**src/rtl/sdr_cmd_pkg.sv**
```systemverilog
package sdr_cmd_pkg;

  typedef enum logic [2:0] {
    CMD_NOP  = 3'd0,
    CMD_STOP = 3'd1,
    CMD_RD   = 3'd2,
    CMD_WR   = 3'd3,
    CMD_ACT  = 3'd4,
    CMD_PRE  = 3'd5,
    CMD_REF  = 3'd6,
    CMD_MRS  = 3'd7
  } sdr_cmd_e;

  localparam int CMD_COUNT = 8;

  // Active-low control lines to command; a deselected device sees a no-op.
  function automatic sdr_cmd_e decode_ctl(input logic cs_n, input logic ras_n,
                                          input logic cas_n, input logic we_n);
    sdr_cmd_e c;
    if (cs_n) begin
      c = CMD_NOP;
    end else begin
      case ({ras_n, cas_n, we_n})
        3'b111:  c = CMD_NOP;
        3'b110:  c = CMD_STOP;
        3'b101:  c = CMD_RD;
        3'b100:  c = CMD_WR;
        3'b011:  c = CMD_ACT;
        3'b010:  c = CMD_PRE;
        3'b001:  c = CMD_REF;
        default: c = CMD_MRS;
      endcase
    end
    return c;
  endfunction

  function automatic logic [CMD_COUNT-1:0] cmd_onehot(input sdr_cmd_e c);
    return CMD_COUNT'(1) << c;
  endfunction

endpackage

```
**src/rtl/sdr_cke_gate.sv**
```systemverilog
module sdr_cke_gate (
  input  logic clk,
  input  logic rst_n,
  input  logic cke,
  output logic live
);
  logic cke_q;

  always_ff @(posedge clk) begin
    if (!rst_n) cke_q <= 1'b1;
    else        cke_q <= cke;
  end

  assign live = cke_q;
endmodule

```
**src/rtl/sdr_bank_tracker.sv**
```systemverilog
module sdr_bank_tracker #(
  parameter int NUM_BANKS = 4
) (
  input  logic                 clk,
  input  logic                 rst_n,
  input  logic [NUM_BANKS-1:0] open_set,
  input  logic [NUM_BANKS-1:0] close_set,
  output logic [NUM_BANKS-1:0] bank_open
);
  for (genvar g = 0; g < NUM_BANKS; g++) begin : g_bank
    always_ff @(posedge clk) begin
      if (!rst_n)            bank_open[g] <= 1'b0;
      else if (close_set[g]) bank_open[g] <= 1'b0;
      else if (open_set[g])  bank_open[g] <= 1'b1;
    end
  end
endmodule

```
**src/rtl/sdr_mode_reg.sv**
```systemverilog
module sdr_mode_reg #(
  parameter int MODE_W = 10
) (
  input  logic              clk,
  input  logic              rst_n,
  input  logic              load,
  input  logic [MODE_W-1:0] value,
  output logic [MODE_W-1:0] mode_word
);
  always_ff @(posedge clk) begin
    if (!rst_n)    mode_word <= '0;
    else if (load) mode_word <= value;
  end
endmodule

```
**src/rtl/sdr_cmd_front.sv**
```systemverilog
module sdr_cmd_front
  import sdr_cmd_pkg::*;
#(
  parameter int NUM_BANKS = 4,
  parameter int ADDR_W    = 13,
  parameter int COL_W     = 9,
  parameter int MODE_W    = 10,
  localparam int BA_W     = (NUM_BANKS > 1) ? $clog2(NUM_BANKS) : 1
) (
  input  logic                 clk,
  input  logic                 rst_n,
  input  logic                 cke,
  input  logic                 cs_n,
  input  logic                 ras_n,
  input  logic                 cas_n,
  input  logic                 we_n,
  input  logic [BA_W-1:0]      ba,
  input  logic [ADDR_W-1:0]    addr,
  output logic [7:0]           cmd_pulse,
  output logic                 err_pulse,
  output logic [BA_W-1:0]      out_bank,
  output logic [ADDR_W-1:0]    out_row,
  output logic [COL_W-1:0]     out_col,
  output logic                 auto_pre,
  output logic [NUM_BANKS-1:0] bank_open,
  output logic [MODE_W-1:0]    mode_word
);
  localparam int OPT_BIT = 10;

  // Named internal events, visible to the bound checker.
  logic                 live;
  sdr_cmd_e             cmd;
  logic [NUM_BANKS-1:0] sel;
  logic                 sel_open;
  logic                 any_open;
  logic                 illegal;
  logic                 accept;
  logic                 opt;
  logic [NUM_BANKS-1:0] open_set;
  logic [NUM_BANKS-1:0] close_set;

  sdr_cke_gate u_gate (
    .clk   (clk),
    .rst_n (rst_n),
    .cke   (cke),
    .live  (live)
  );

  assign cmd      = decode_ctl(cs_n, ras_n, cas_n, we_n);
  assign opt      = addr[OPT_BIT];
  assign sel      = NUM_BANKS'(1) << ba;
  assign sel_open = |(bank_open & sel);
  assign any_open = |bank_open;

  always_comb begin
    case (cmd)
      CMD_RD, CMD_WR: illegal = !sel_open;
      CMD_ACT:        illegal = sel_open;
      CMD_REF:        illegal = any_open;
      CMD_MRS:        illegal = (ba != '0);
      default:        illegal = 1'b0;
    endcase
  end

  assign accept = live && !illegal;

  always_comb begin
    open_set  = '0;
    close_set = '0;
    if (accept) begin
      case (cmd)
        CMD_ACT:        open_set  = sel;
        CMD_PRE:        close_set = opt ? '1 : sel;
        CMD_RD, CMD_WR: close_set = opt ? sel : '0;
        default:        close_set = '0;
      endcase
    end
  end

  sdr_bank_tracker #(.NUM_BANKS(NUM_BANKS)) u_banks (
    .clk       (clk),
    .rst_n     (rst_n),
    .open_set  (open_set),
    .close_set (close_set),
    .bank_open (bank_open)
  );

  sdr_mode_reg #(.MODE_W(MODE_W)) u_mode (
    .clk       (clk),
    .rst_n     (rst_n),
    .load      (accept && cmd == CMD_MRS),
    .value     (addr[MODE_W-1:0]),
    .mode_word (mode_word)
  );

  always_ff @(posedge clk) begin
    if (!rst_n) begin
      cmd_pulse <= '0;
      err_pulse <= 1'b0;
      out_bank  <= '0;
      out_row   <= '0;
      out_col   <= '0;
      auto_pre  <= 1'b0;
    end else begin
      cmd_pulse <= accept ? cmd_onehot(cmd) : '0;
      err_pulse <= live && illegal;
      if (accept && cmd == CMD_ACT) begin
        out_bank <= ba;
        out_row  <= addr;
      end
      if (accept && (cmd == CMD_RD || cmd == CMD_WR)) begin
        out_bank <= ba;
        out_col  <= addr[COL_W-1:0];
        auto_pre <= opt;
      end
    end
  end

endmodule

```
**config.mk**
```make
export PLATFORM = sky130hd
export DESIGN_NAME = sdr_cmd_front
export DESIGN_NICKNAME = d
export VERILOG_FILES = /design/src/rtl/sdr_cmd_pkg.sv /design/src/rtl/sdr_cke_gate.sv /design/src/rtl/sdr_bank_tracker.sv /design/src/rtl/sdr_mode_reg.sv /design/src/rtl/sdr_cmd_front.sv
export SDC_FILE = /design/constraint.sdc
export NUM_CORES = 1
export LEC_CHECK = 0
export ABC_AREA = 1
export ABC_CLOCK_PERIOD_IN_PS = 1760
export BUFFER_PORTS_ARGS = -buffer_cell sky130_fd_sc_hd__buf_2
export CAP_MARGIN = 20
export CORE_ASPECT_RATIO = 1.5
export CORE_MARGIN = 4
export CORE_UTILIZATION = 50
export CTS_BUF_LIST = sky130_fd_sc_hd__clkbuf_16
export DETAILED_ROUTE_END_ITERATION = 10
export PLACE_DENSITY = 0.84
export SLEW_MARGIN = 20
export SYNTH_ARGS = -nofsm -noshare
export SYNTH_HDL_FRONTEND = slang
export SYNTH_SLANG_ARGS = --single-unit
```
**constraint.sdc**
```tcl
create_clock -name clk -period 1.76 [get_ports clk]
set_input_delay 0.352 -clock clk [delete_from_list [all_inputs] [get_ports clk]]
set_output_delay 0.352 -clock clk [all_outputs]
set_load 0.01 [all_outputs]
```
==> results.md <==
- The run finished with clean final reports.
- The later-pin clock latency in the skew report is a little under 0.3 ns.
- The clock-pin transition on the worst setup and hold timing paths is approximately 0.07 ns.
- In the post-route analysis, the smallest setup slack over all paths is roughly 0.18 ns.
- The normalized max-slew margin is 66.8%.
- The post-place instance area is 0.00257 mm^2.
- The final max-slew violation count is 0.
- The number of nets produced by synthesis is just over 300.
- Once the floorplan was initialized, standard cells occupied a little over half of the core.
- The number of antenna violations at the first check in global routing is 0.
- Setup violations remaining at the end of the flow were counted as 0.
- Traced cell by cell, the critical path runs through inv_1 > nand2_1 > nor2_1 > nor2_1 > nor2_4 > nand2_4 > nor2_4 > nand2_2 > buf_12 > nand2_1 > nand2_1 > nor2_1.
- For this design the top-level I/O count stands at 70.
- The number of max-cap violations is 0.
- The final standard cell utilization of the core is 67.7%.
- The tightest hold path in the finished design has a slack of 0.248 ns.
- In this run the deepest clock path goes through 2 buffers.
- The highest ir drop seen on vdd is roughly 950 uV.
- The number of placement rows is 28.
- The number of buffer cells added on primary ports is 69.
- For this block, wires on met1 add up to 1920 um.
- The final worst-path cycle share is ~90%.
- The minimum clock period after layout is about 1.6 ns.
- The library cell used most frequently in the layout, excluding fill and tap cells, is sky130_fd_sc_hd__nand2_1.
- The startpoint class of the critical path is a flip-flop.
- In this run the worst path has a maximum fanout of 20.
- The hold buffer count at cts is 0.
- Sorting the synthesized cells by area gives the leading types as sky130_fd_sc_hd__dfxtp_1 (46%), sky130_fd_sc_hd__nand2_1 (16%), sky130_fd_sc_hd__nor2_1 (8.1%).
- The CTS tree is built.
- Wires add up to 4970 um.
- The number of flip-flops and latches in the synthesized netlist is 49.
- Before CTS, the worst setup slack after placement is -0.0363 ns.
- The first global-routing pass estimated ~8400 um of wire.
- The highest layer used for signal routing is met4.
- The met3 wire length is approximately 350 um.
- In the final layout, the share of cells above drive strength 1 is between 20% and 30%.
- In this run the vertical extent of the chip is between 80 and 90 um.
- The cell count after synthesis is 287.
- The synthesis-to-finish area growth is 28.0%.
- The final antenna-violating net count is 0.
- The area of the mapped netlist is between 0.002 and 0.0025 mm^2.
- The final weighted congestion in routability-driven placement is between 0.8 and 0.9.
- The slowest stage of the critical path belongs to the cell sky130_fd_sc_hd__dfxtp_1.
- The cell area after layout is between 0.002 and 0.003 mm^2.
- The number of post-CTS setup repair buffers is 0.
- In the final design database the tool counted 386 nets.
- The first routing iteration left just over 70 violations.
- The static leakage is between 0.001 and 0.0015 uW.
- For the pin with the worst max-slew slack, the measured transition is roughly 0.50 ns.
- The library cell used as clock root buffer is sky130_fd_sc_hd__clkbuf_16.
- The data required time of the worst path is approximately 2 ns.
- The total number of vias is between 2000 and 2500.
- The library cell occupying the most area in the post-synthesis netlist is sky130_fd_sc_hd__dfxtp_1.
- The wire length per cell is approximately 12 um.
- Gates resized during post-CTS repair numbered 0.
- The startpoint of the most critical register-to-register path is u_banks.bank_open[3].
- Clock skew on the completed layout was measured at between 0.006 and 0.007 ns.
- After detailed routing, the number of remaining DRC violations is 0.
- In the global route stage, overall resource usage came out at 20.5%.
- After synthesis, the largest area contributor takes up a little under half of total cell area.
- Of the synthesized area, sequential elements account for a little under half.
- The critical path's largest stage delay is 0.32 ns.
- The synthesized netlist contains 25 unique library cells.
- The number of global-route vias before repair came to between 2000 and 2500.
- The detailed route wirelength on metal2 is 2560 um.
- Dividing the synthesized area by the synthesized cell count gives about 7.4 um^2.
- The number of iterations in the first detailed-routing pass is 4.
- In the layout the commonest cells are sky130_fd_sc_hd__nand2_1 (93), sky130_fd_sc_hd__buf_2 (69), sky130_fd_sc_hd__dfxtp_1 (49), sky130_fd_sc_hd__nor2_1 (46), sky130_fd_sc_hd__inv_1 (29).
- The capturing element type of the critical path is a flip-flop.
- For the worst setup path, the data arrival time is between 1.5 and 2 ns.
- The maximum clock rate is about 630 MHz.
- The number of hold violations in the final report is 0.
- In the routed layout, each cell is associated on average with a via count of approximately 5.1.
- The origin of the worst min-delay path is cke.
- The start point of the critical path is u_banks.bank_open[3].
- In this run the number of H-tree levels came out at 2.
- The type of the tightest min-delay check is input port to flip-flop.
- Buffers inserted during clock tree synthesis total 5.
- The wire-length estimate of the detail-placed layout is 3680 um.
- The horizontal die dimension is 61.3 um.
- The setup TNS after final layout is 0 ns.
- The largest net degree at the start of global routing is 24.
- Setup repair after global routing left no endpoint under its margin.
- The number of warnings reported in the yosys synthesis log is 0.
- The worst setup path is of the flip-flop to flip-flop kind.
- The area of the die is around 0.0054 mm^2.
- The clock sink count is 49.
- 0 antenna diodes ended up in the layout.
- The core outline area is about 0.0040 mm^2.
- Dividing total power by cell area gives a power density of roughly 870 mW/mm^2.
- The overall overflow remaining after global route is 0.
==> per-layer routing <==
layer  track usage, %  up-vias
li1                 -     1035
met1             22.0      948
met2             36.0       77
met3             3.83       15
met4             12.0        0
met5                0        -
==> state kept, by name, indices dropped and copies added (netlist names) <==
signal,count
u_banks.bank_open,4
cmd_pulse,8
u_gate.live,1
u_mode.mode_word,10
out_row,13
out_bank,2
auto_pre,1
err_pulse,1
out_col,9
==> per-stage QoR <==
step	instances	total power (uW)
after floorplan	287	1310
after global routing	410	2460
final	410	2360
after CTS	410	2380
after detailed placement	402	1420
after global placement	402	1410
==> power by group <==
group	total (uW)	leakage (uW)	switching, uW	internal [uW]
clock	969	0.0000708	432	537
combinational	240	0.000919	141	99.5
sequential	1150	0.000397	14.6	1140
==> critical path, delay by kind of cell (launching register included) <==
family	cells	cell delay, ns
AND/OR/NAND/NOR	10	0.97
buffers and inverters	2	0.22
flip-flops	1	0.32
==> synth_stat cells, drive strengths merged <==
cell type and instances:
nor2 49, inv 30, a21boi 23, clkinv 1, nand3 9, o21ai 5, and3 1, nand2 97
clkbuf 3, a21oi 5, nand4 2, nand3b 1, o31ai 4, buf 8, dfxtp 49
==> cells by family after synthesis <==
group	count (synthesis)	synth area share, %
and+or+nand+nor	159	32.6
DFF	49	46.0
buffers and inverters	42	9.45
AOI/OAI and AO/OA	37	11.9
==> worst paths after layout <==
kind                                             to  slack (ns)  cells after the start
worst min-delay path                    u_gate.live        0.25                      3
worst max-delay path            u_mode.mode_word[5]        0.18                     12
worst min register to register          out_row[12]        0.46                      2
worst max register to register  u_mode.mode_word[5]        0.18                     12
==> area by class of cell <==
cell class,instances,area [um^2]
Clock buffer,5,125
Sequential cell,49,981
Timing Repair Buffer,81,473
Fill cell,349,1300
Tap cell,45,56.3
Clock inverter,3,25.0
Inverter,31,119
Multi-Input combinational cell,196,948
Note: power is estimated with default switching activity, not from simulation.
